==> src/rtl/adj_refresh_pkg.sv <==
package adj_refresh_pkg;
  typedef enum logic [1:0] {
    SLOT_IDLE = 2'd0,
    SLOT_ACT  = 2'd1,
    SLOT_PRE  = 2'd2
  } slotState_t;

  typedef struct packed {
    logic load;
    logic pickUpper;
  } drawStrobe_t;
endpackage

==> src/rtl/adj_refresh_lfsr.sv <==
module adj_refresh_lfsr #(
  parameter int          W    = 16,
  parameter logic [W-1:0] TAPS = 16'hB400,
  parameter logic [W-1:0] SEED = 1
) (
  input  logic         clk,
  input  logic         rstN,
  output logic [W-1:0] value
);
  always_ff @(posedge clk) begin
    if (!rstN) value <= SEED;
    else if (value[0]) value <= (value >> 1) ^ TAPS;
    else value <= value >> 1;
  end

  lfsr_live_chk: assert property (@(posedge clk) disable iff (!rstN)
    value != '0);
endmodule

==> src/rtl/adj_refresh_ctrl.sv <==
module adj_refresh_ctrl
  import adj_refresh_pkg::*;
#(
  parameter int LFSR_W = 16
) (
  input  logic            clk,
  input  logic            rstN,
  input  logic            closeValid,
  input  logic            closeExtra,
  input  logic [LFSR_W:0] threshold,
  output drawStrobe_t     strobe
);
  logic [LFSR_W-1:0] lfsrVal;
  logic              hit;

  adj_refresh_lfsr #(.W(LFSR_W)) u_lfsr (
    .clk  (clk),
    .rstN (rstN),
    .value(lfsrVal)
  );

  assign hit = {1'b0, lfsrVal} < threshold;

  always_comb begin
    strobe.load      = closeValid && !closeExtra && hit;
    strobe.pickUpper = lfsrVal[0];
  end


  extra_close_chk: assert property (@(posedge clk) disable iff (!rstN)
    (closeValid && closeExtra) |-> !strobe.load);

  zero_thresh_chk: assert property (@(posedge clk) disable iff (!rstN)
    (threshold == '0) |-> !strobe.load);

  full_thresh_chk: assert property (@(posedge clk) disable iff (!rstN)
    (closeValid && !closeExtra && threshold[LFSR_W]) |-> strobe.load);
endmodule

==> src/rtl/adj_refresh_dp.sv <==
module adj_refresh_dp
  import adj_refresh_pkg::*;
#(
  parameter int NUM_BANKS = 4,
  parameter int ROW_W     = 8,
  localparam int BANK_W   = $clog2(NUM_BANKS)
) (
  input  logic              clk,
  input  logic              rstN,
  input  drawStrobe_t       strobe,
  input  logic [BANK_W-1:0] closeBank,
  input  logic [ROW_W-1:0]  closeRow,
  input  logic              grant,
  output logic              reqValid,
  output logic              reqCmd,
  output logic [BANK_W-1:0] reqBank,
  output logic [ROW_W-1:0]  reqRow
);
  localparam logic [ROW_W-1:0] ROW_LAST = '1;

  slotState_t        slotState [NUM_BANKS];
  logic [ROW_W-1:0]  slotRow   [NUM_BANKS];
  logic [ROW_W-1:0]  nbrRow;
  logic [NUM_BANKS-1:0] preVec;

  always_comb begin
    if (closeRow == '0) nbrRow = ROW_W'(1);
    else if (closeRow == ROW_LAST) nbrRow = ROW_LAST - ROW_W'(1);
    else if (strobe.pickUpper) nbrRow = closeRow + ROW_W'(1);
    else nbrRow = closeRow - ROW_W'(1);
  end

  for (genvar b = 0; b < NUM_BANKS; b++) begin : g_slot
    slotState_t       st;
    logic [ROW_W-1:0] rw;
    logic             granted;

    assign granted = grant && reqValid && (reqBank == BANK_W'(b));

    always_ff @(posedge clk) begin
      if (!rstN) begin
        st <= SLOT_IDLE;
        rw <= '0;
      end else if (granted) begin
        st <= (st == SLOT_ACT) ? SLOT_PRE : SLOT_IDLE;
      end else if (strobe.load && closeBank == BANK_W'(b) && st != SLOT_PRE) begin
        st <= SLOT_ACT;
        rw <= nbrRow;
      end
    end

    assign slotState[b] = st;
    assign slotRow[b]   = rw;
    assign preVec[b]    = (st == SLOT_PRE);
  end

  always_comb begin
    logic              preFound, actFound;
    logic [BANK_W-1:0] preIdx, actIdx, selIdx;
    preFound = 1'b0;
    actFound = 1'b0;
    preIdx   = '0;
    actIdx   = '0;
    for (int b = NUM_BANKS - 1; b >= 0; b--) begin
      if (slotState[b] == SLOT_PRE) begin
        preFound = 1'b1;
        preIdx   = BANK_W'(b);
      end
      if (slotState[b] == SLOT_ACT) begin
        actFound = 1'b1;
        actIdx   = BANK_W'(b);
      end
    end
    selIdx   = preFound ? preIdx : actIdx;
    reqValid = preFound || actFound;
    reqCmd   = preFound;
    reqBank  = selIdx;
    reqRow   = slotRow[selIdx];
  end


  act_then_pre_chk: assert property (@(posedge clk) disable iff (!rstN)
    (reqValid && grant && !reqCmd) |=>
      (reqValid && reqCmd && reqBank == $past(reqBank) && reqRow == $past(reqRow)));

  single_pre_chk: assert property (@(posedge clk) disable iff (!rstN)
    $onehot0(preVec));

  low_edge_chk: assert property (@(posedge clk) disable iff (!rstN)
    (strobe.load && closeRow == '0 && slotState[closeBank] == SLOT_IDLE) |=>
      (slotRow[$past(closeBank)] == ROW_W'(1)));

  high_edge_chk: assert property (@(posedge clk) disable iff (!rstN)
    (strobe.load && closeRow == ROW_LAST && slotState[closeBank] == SLOT_IDLE) |=>
      (slotRow[$past(closeBank)] == ROW_LAST - ROW_W'(1)));

  nbr_adjacent_chk: assert property (@(posedge clk) disable iff (!rstN)
    (strobe.load && slotState[closeBank] == SLOT_IDLE) |=>
      ((slotRow[$past(closeBank)] - $past(closeRow)) == ROW_W'(1) ||
       ($past(closeRow) - slotRow[$past(closeBank)]) == ROW_W'(1)));
endmodule

==> src/rtl/adj_row_refresher.sv <==
module adj_row_refresher
  import adj_refresh_pkg::*;
#(
  parameter int NUM_BANKS = 4,
  parameter int ROW_W     = 8,
  parameter int LFSR_W    = 16,
  localparam int BANK_W   = $clog2(NUM_BANKS)
) (
  input  logic              clk,
  input  logic              rstN,
  input  logic              closeValid,
  input  logic              closeExtra,
  input  logic [BANK_W-1:0] closeBank,
  input  logic [ROW_W-1:0]  closeRow,
  input  logic [LFSR_W:0]   threshold,
  input  logic              grant,
  output logic              reqValid,
  output logic              reqCmd,
  output logic [BANK_W-1:0] reqBank,
  output logic [ROW_W-1:0]  reqRow
);
  drawStrobe_t strobe;

  adj_refresh_ctrl #(.LFSR_W(LFSR_W)) u_ctrl (
    .clk       (clk),
    .rstN      (rstN),
    .closeValid(closeValid),
    .closeExtra(closeExtra),
    .threshold (threshold),
    .strobe    (strobe)
  );

  adj_refresh_dp #(.NUM_BANKS(NUM_BANKS), .ROW_W(ROW_W)) u_dp (
    .clk      (clk),
    .rstN     (rstN),
    .strobe   (strobe),
    .closeBank(closeBank),
    .closeRow (closeRow),
    .grant    (grant),
    .reqValid (reqValid),
    .reqCmd   (reqCmd),
    .reqBank  (reqBank),
    .reqRow   (reqRow)
  );


  reset_idle_chk: assert property (@(posedge clk)
    !rstN |=> !reqValid);
endmodule

==> config.mk <==
export PLATFORM = sky130hd
export DESIGN_NAME = adj_row_refresher
export DESIGN_NICKNAME = d
export VERILOG_FILES = /design/src/rtl/adj_refresh_pkg.sv /design/src/rtl/adj_refresh_lfsr.sv /design/src/rtl/adj_refresh_ctrl.sv /design/src/rtl/adj_refresh_dp.sv /design/src/rtl/adj_row_refresher.sv
export SDC_FILE = /design/constraint.sdc
export NUM_CORES = 1
export LEC_CHECK = 0
export BUFFER_PORTS_ARGS = -buffer_cell sky130_fd_sc_hd__buf_2
export CAP_MARGIN = 20
export CORE_MARGIN = 5
export CORE_UTILIZATION = 45
export CTS_BUF_LIST = sky130_fd_sc_hd__clkbuf_4 sky130_fd_sc_hd__clkbuf_8
export CTS_CLUSTER_DIAMETER = 80
export CTS_CLUSTER_SIZE = 25
export DETAILED_ROUTE_END_ITERATION = 10
export PLACE_DENSITY = 0.67
export SLEW_MARGIN = 20
export SYNTH_ARGS = -nofsm -noshare
export SYNTH_HDL_FRONTEND = slang
export SYNTH_SLANG_ARGS = --single-unit
==> constraint.sdc <==
create_clock -name clk -period 2 [get_ports clk]
set_input_delay 0.1 -clock clk [delete_from_list [all_inputs] [get_ports clk]]
set_output_delay 0.1 -clock clk [all_outputs]
set_load 0.005 [all_outputs]
==> results.md <==
- Ys async rst share: 0%
- Detail Route Antenna Nets: 0
- Fillers: around 650
- GRT Overall Usage: 18.0%
- Multi-input gate area: ~2400 µm²
- Warnings, synthesis: 0
- Compound-gate portion of the synthesized area: 15.4%
- Post-DP HPWL: about 5.8 mm
- Worst rel slew slack: between 60% and 70%
- Crit path launch type: flip-flop
- Final setup violation count: 2
- Layout cells sized above 1: about two fifths
- Mapped Avg Cell Area: roughly 9.0 µm²
- DR WL/cell: between 15 and 20 µm
- Mux cell area share after synthesis: between 8 and 9%
- ANT cells: 0
- Slew Limit Fails: 0
- CTS tree: yes
- Setup slack after layout: -43.4 ps
- Delay-heaviest family, CP: simple AND/OR/NAND/NOR gates
- Worst EP arrival: around 1900 ps
- Total number of vias: 2,891
- Final Skew: between 10 and 15 ps
- Port bufs: 43
- Vias in the first global route: slightly below 3,000
- Syn_nets: between 400 and 500
- Crit path buf inv count: 2
- Worst path slowest cell: dfxtp_2
- Largest net degree at the start of global routing: 34
- Power per Cell Area: ~540 nW/µm²
- Leakage: 1.85 nW
- CP endpoint kind: output port
- Adder-cell share of the synthesized area: roughly 8.5%
- FF+latch count, synth: 56
- Die H: roughly 96 µm
- Worst stage delay on the critical path: 360 ps
- Sequential cell area: 1140 µm²
- Max Cap Viol: 0
- Critical path fanouts, max: 12
- FP Rows: 31
- Worst Max-Slew Pin Slew: roughly 480 ps
- Io pins: 44
- Failing checks: negative setup slack
- Worst Hold Class: in2reg
- Synth Flop Type: dfxtp_1
- Layout Area Growth over Synthesis: 32.1%
- XOR/XNOR share of the synthesized area: around 2.1%
- Initial antenna violation count: 0
- CP Cell Sequence: and2b_2 -> nor2_4 -> o21ai_4 -> buf_8 -> and2_4 -> a211oi_2 -> a31oi_1 -> buf_2
- Critical path type: reg2out
- Largest family of logic cells by synthesized area: simple AND/OR/NAND/NOR gates
- Initial Util: 46.0%
- Core area: 7250 µm²
- Max Freq: between 400 and 500 MHz
- Max clock buf depth: 2
- DR DRC count: 0
- Total CTS buffers: 5
- Total Wirelength: 8.38 mm
- Vias per std cell: between 5 and 6
- Global-route wire length before repair: roughly 13 mm
- Worst path required time: 1900 ps
- Total grt overflow: 0
- Netlist cell types: between 60 and 70
- Synthesized area: 3340 µm²
- Pwr Total: between 2 and 2.5 mW
- Root Driver: clkbuf_8
- Clk sinks: 56
- Gpl congestion: approximately 0.79
- Final Cycle Share: 102%
- Post-synth EDFFs: 0
- Worst vdd ir: a little under 0.4 mV
- Initial DRC count: just under 90
- H-tree depth: 2
- Final core occ: between 60 and 70%
- Status: finished, violations left
- Layout net count: 493
- Drt first pass iters: 4
- Mapped Cells: roughly 370
- Unrepaired setup endpoints after global routing: true
- Post-synthesis simple-gate area fraction: a little over a quarter
- Post-synthesis sequential area ratio: about a third
- Die Area: roughly 9200 µm²
- Clock latency on the worst-skew pair: 310 ps
- DIE WIDTH: approximately 96 µm
- Final Hold Viols: 0
- Worst-path clk slew: about 110 ps
- Min Tclk post-route: ~2000 ps
per-layer routing:
layer  GRT usage (%)  vias up  wire length, µm
met4            5.21        0              153
met5               0        -                0
met1            23.4     1393             3650
li1                -     1439                -
met2            30.8       42             4330
met3            2.42       17              249
synthesized netlist by cell type, types with 7 or more instances:
cell / n / area (µm²)
inv_1: 21 / 78.8
ha_1: 21 / 263
clkbuf_1: 7 / 26.3
o21ai_0: 9 / 45.0
nand3_1: 8 / 40.0
a21oi_1: 9 / 45.0
and2_1: 25 / 156
nand2_1: 65 / 244
dfxtp_1: 56 / 1120
a31oi_1: 11 / 68.8
a211oi_1: 9 / 67.6
mux2i_1: 28 / 280
report_power, final:
| group | internal, mW | switching [mW] |
|---|---|---|
| logic | 0.283 | 0.299 |
| registers | 1.15 | 0.0244 |
| clock network | 0.264 | 0.374 |
worst reg2reg max path, cell delays in order (launching register included):
cell	delay [ps]
dfxtp_2	340
ha_4	230
a2111oi_4	280
o21ai_1	100
o211ai_1	180
and3_4	280
and3_4	290
mux2i_1	230
registers in the layout, summed over array words and instances (netlist names):
name                 count
u_dp.g_slot.st           8
u_dp.g_slot.rw          32
u_ctrl.u_lfsr.value     16
final cells by class:
type,count,share of cell area (%)
clock buffer,6,1.73
clock inverter,2,0.369
inverter,22,2.27
multi-input combinational,277,55.3
sequential,56,25.9
tap,99,2.81
timing repair buffer,75,11.2
timing repair inverter,2,0.397
cells in the final DEF (no fill, tap or decap), drive strengths merged, types with 8 or more instances in the layout:
cell / n
buf: 75
nand2: 66
dfxtp: 56
mux2i: 28
and2: 26
inv: 22
ha: 21
a31oi: 11
o21ai: 11
a211oi: 10
nand3: 10
a21oi: 9
nand2b: 8
logic make-up after synthesis:
| kind of cell | after synthesis |
|---|---|
| mux | 28 |
| flops | 56 |
| simple gates | 151 |
| compound gates | 68 |
| buf+inv | 38 |
| fa+ha+maj | 22 |
| xor+xnor | 8 |
worst paths after layout:
check             slack (ps)                   start  cells past startpoint                    to
setup reg to reg          10  u_ctrl.u_lfsr.value[4]                      7  u_dp.g_slot[1].rw[5]
setup / recovery         -40    u_dp.g_slot[1].st[0]                      8             reqRow[2]
hold / removal           150                   grant                      3  u_dp.g_slot[3].st[1]
hold reg to reg          460    u_dp.g_slot[0].rw[6]                      2  u_dp.g_slot[0].rw[6]
what timing repair did:
item,in CTS,in global routing
buffers inserted,3,8
pin swaps,12,18
setup endpoints to repair,42,44
gates resized for setup,26,64
hold buffers,0,0
cloned,0,2
per-stage QoR:
stage                     cells  cell area [µm²]  TNS, ps  setup slack (ps)  hold slack, ps
after floorplan             371             3350    -46.0             -46.0             273
after global placement      519             3740     -473             -59.1             437
after detailed placement    519             3740    -1960              -117             432
after CTS                   530             3990     -257             -54.4             143
after global routing        539             4410    -1400             -87.4             159
final                       539             4410    -48.0             -43.4             152
Note: power is estimated with default switching activity, not from simulation.
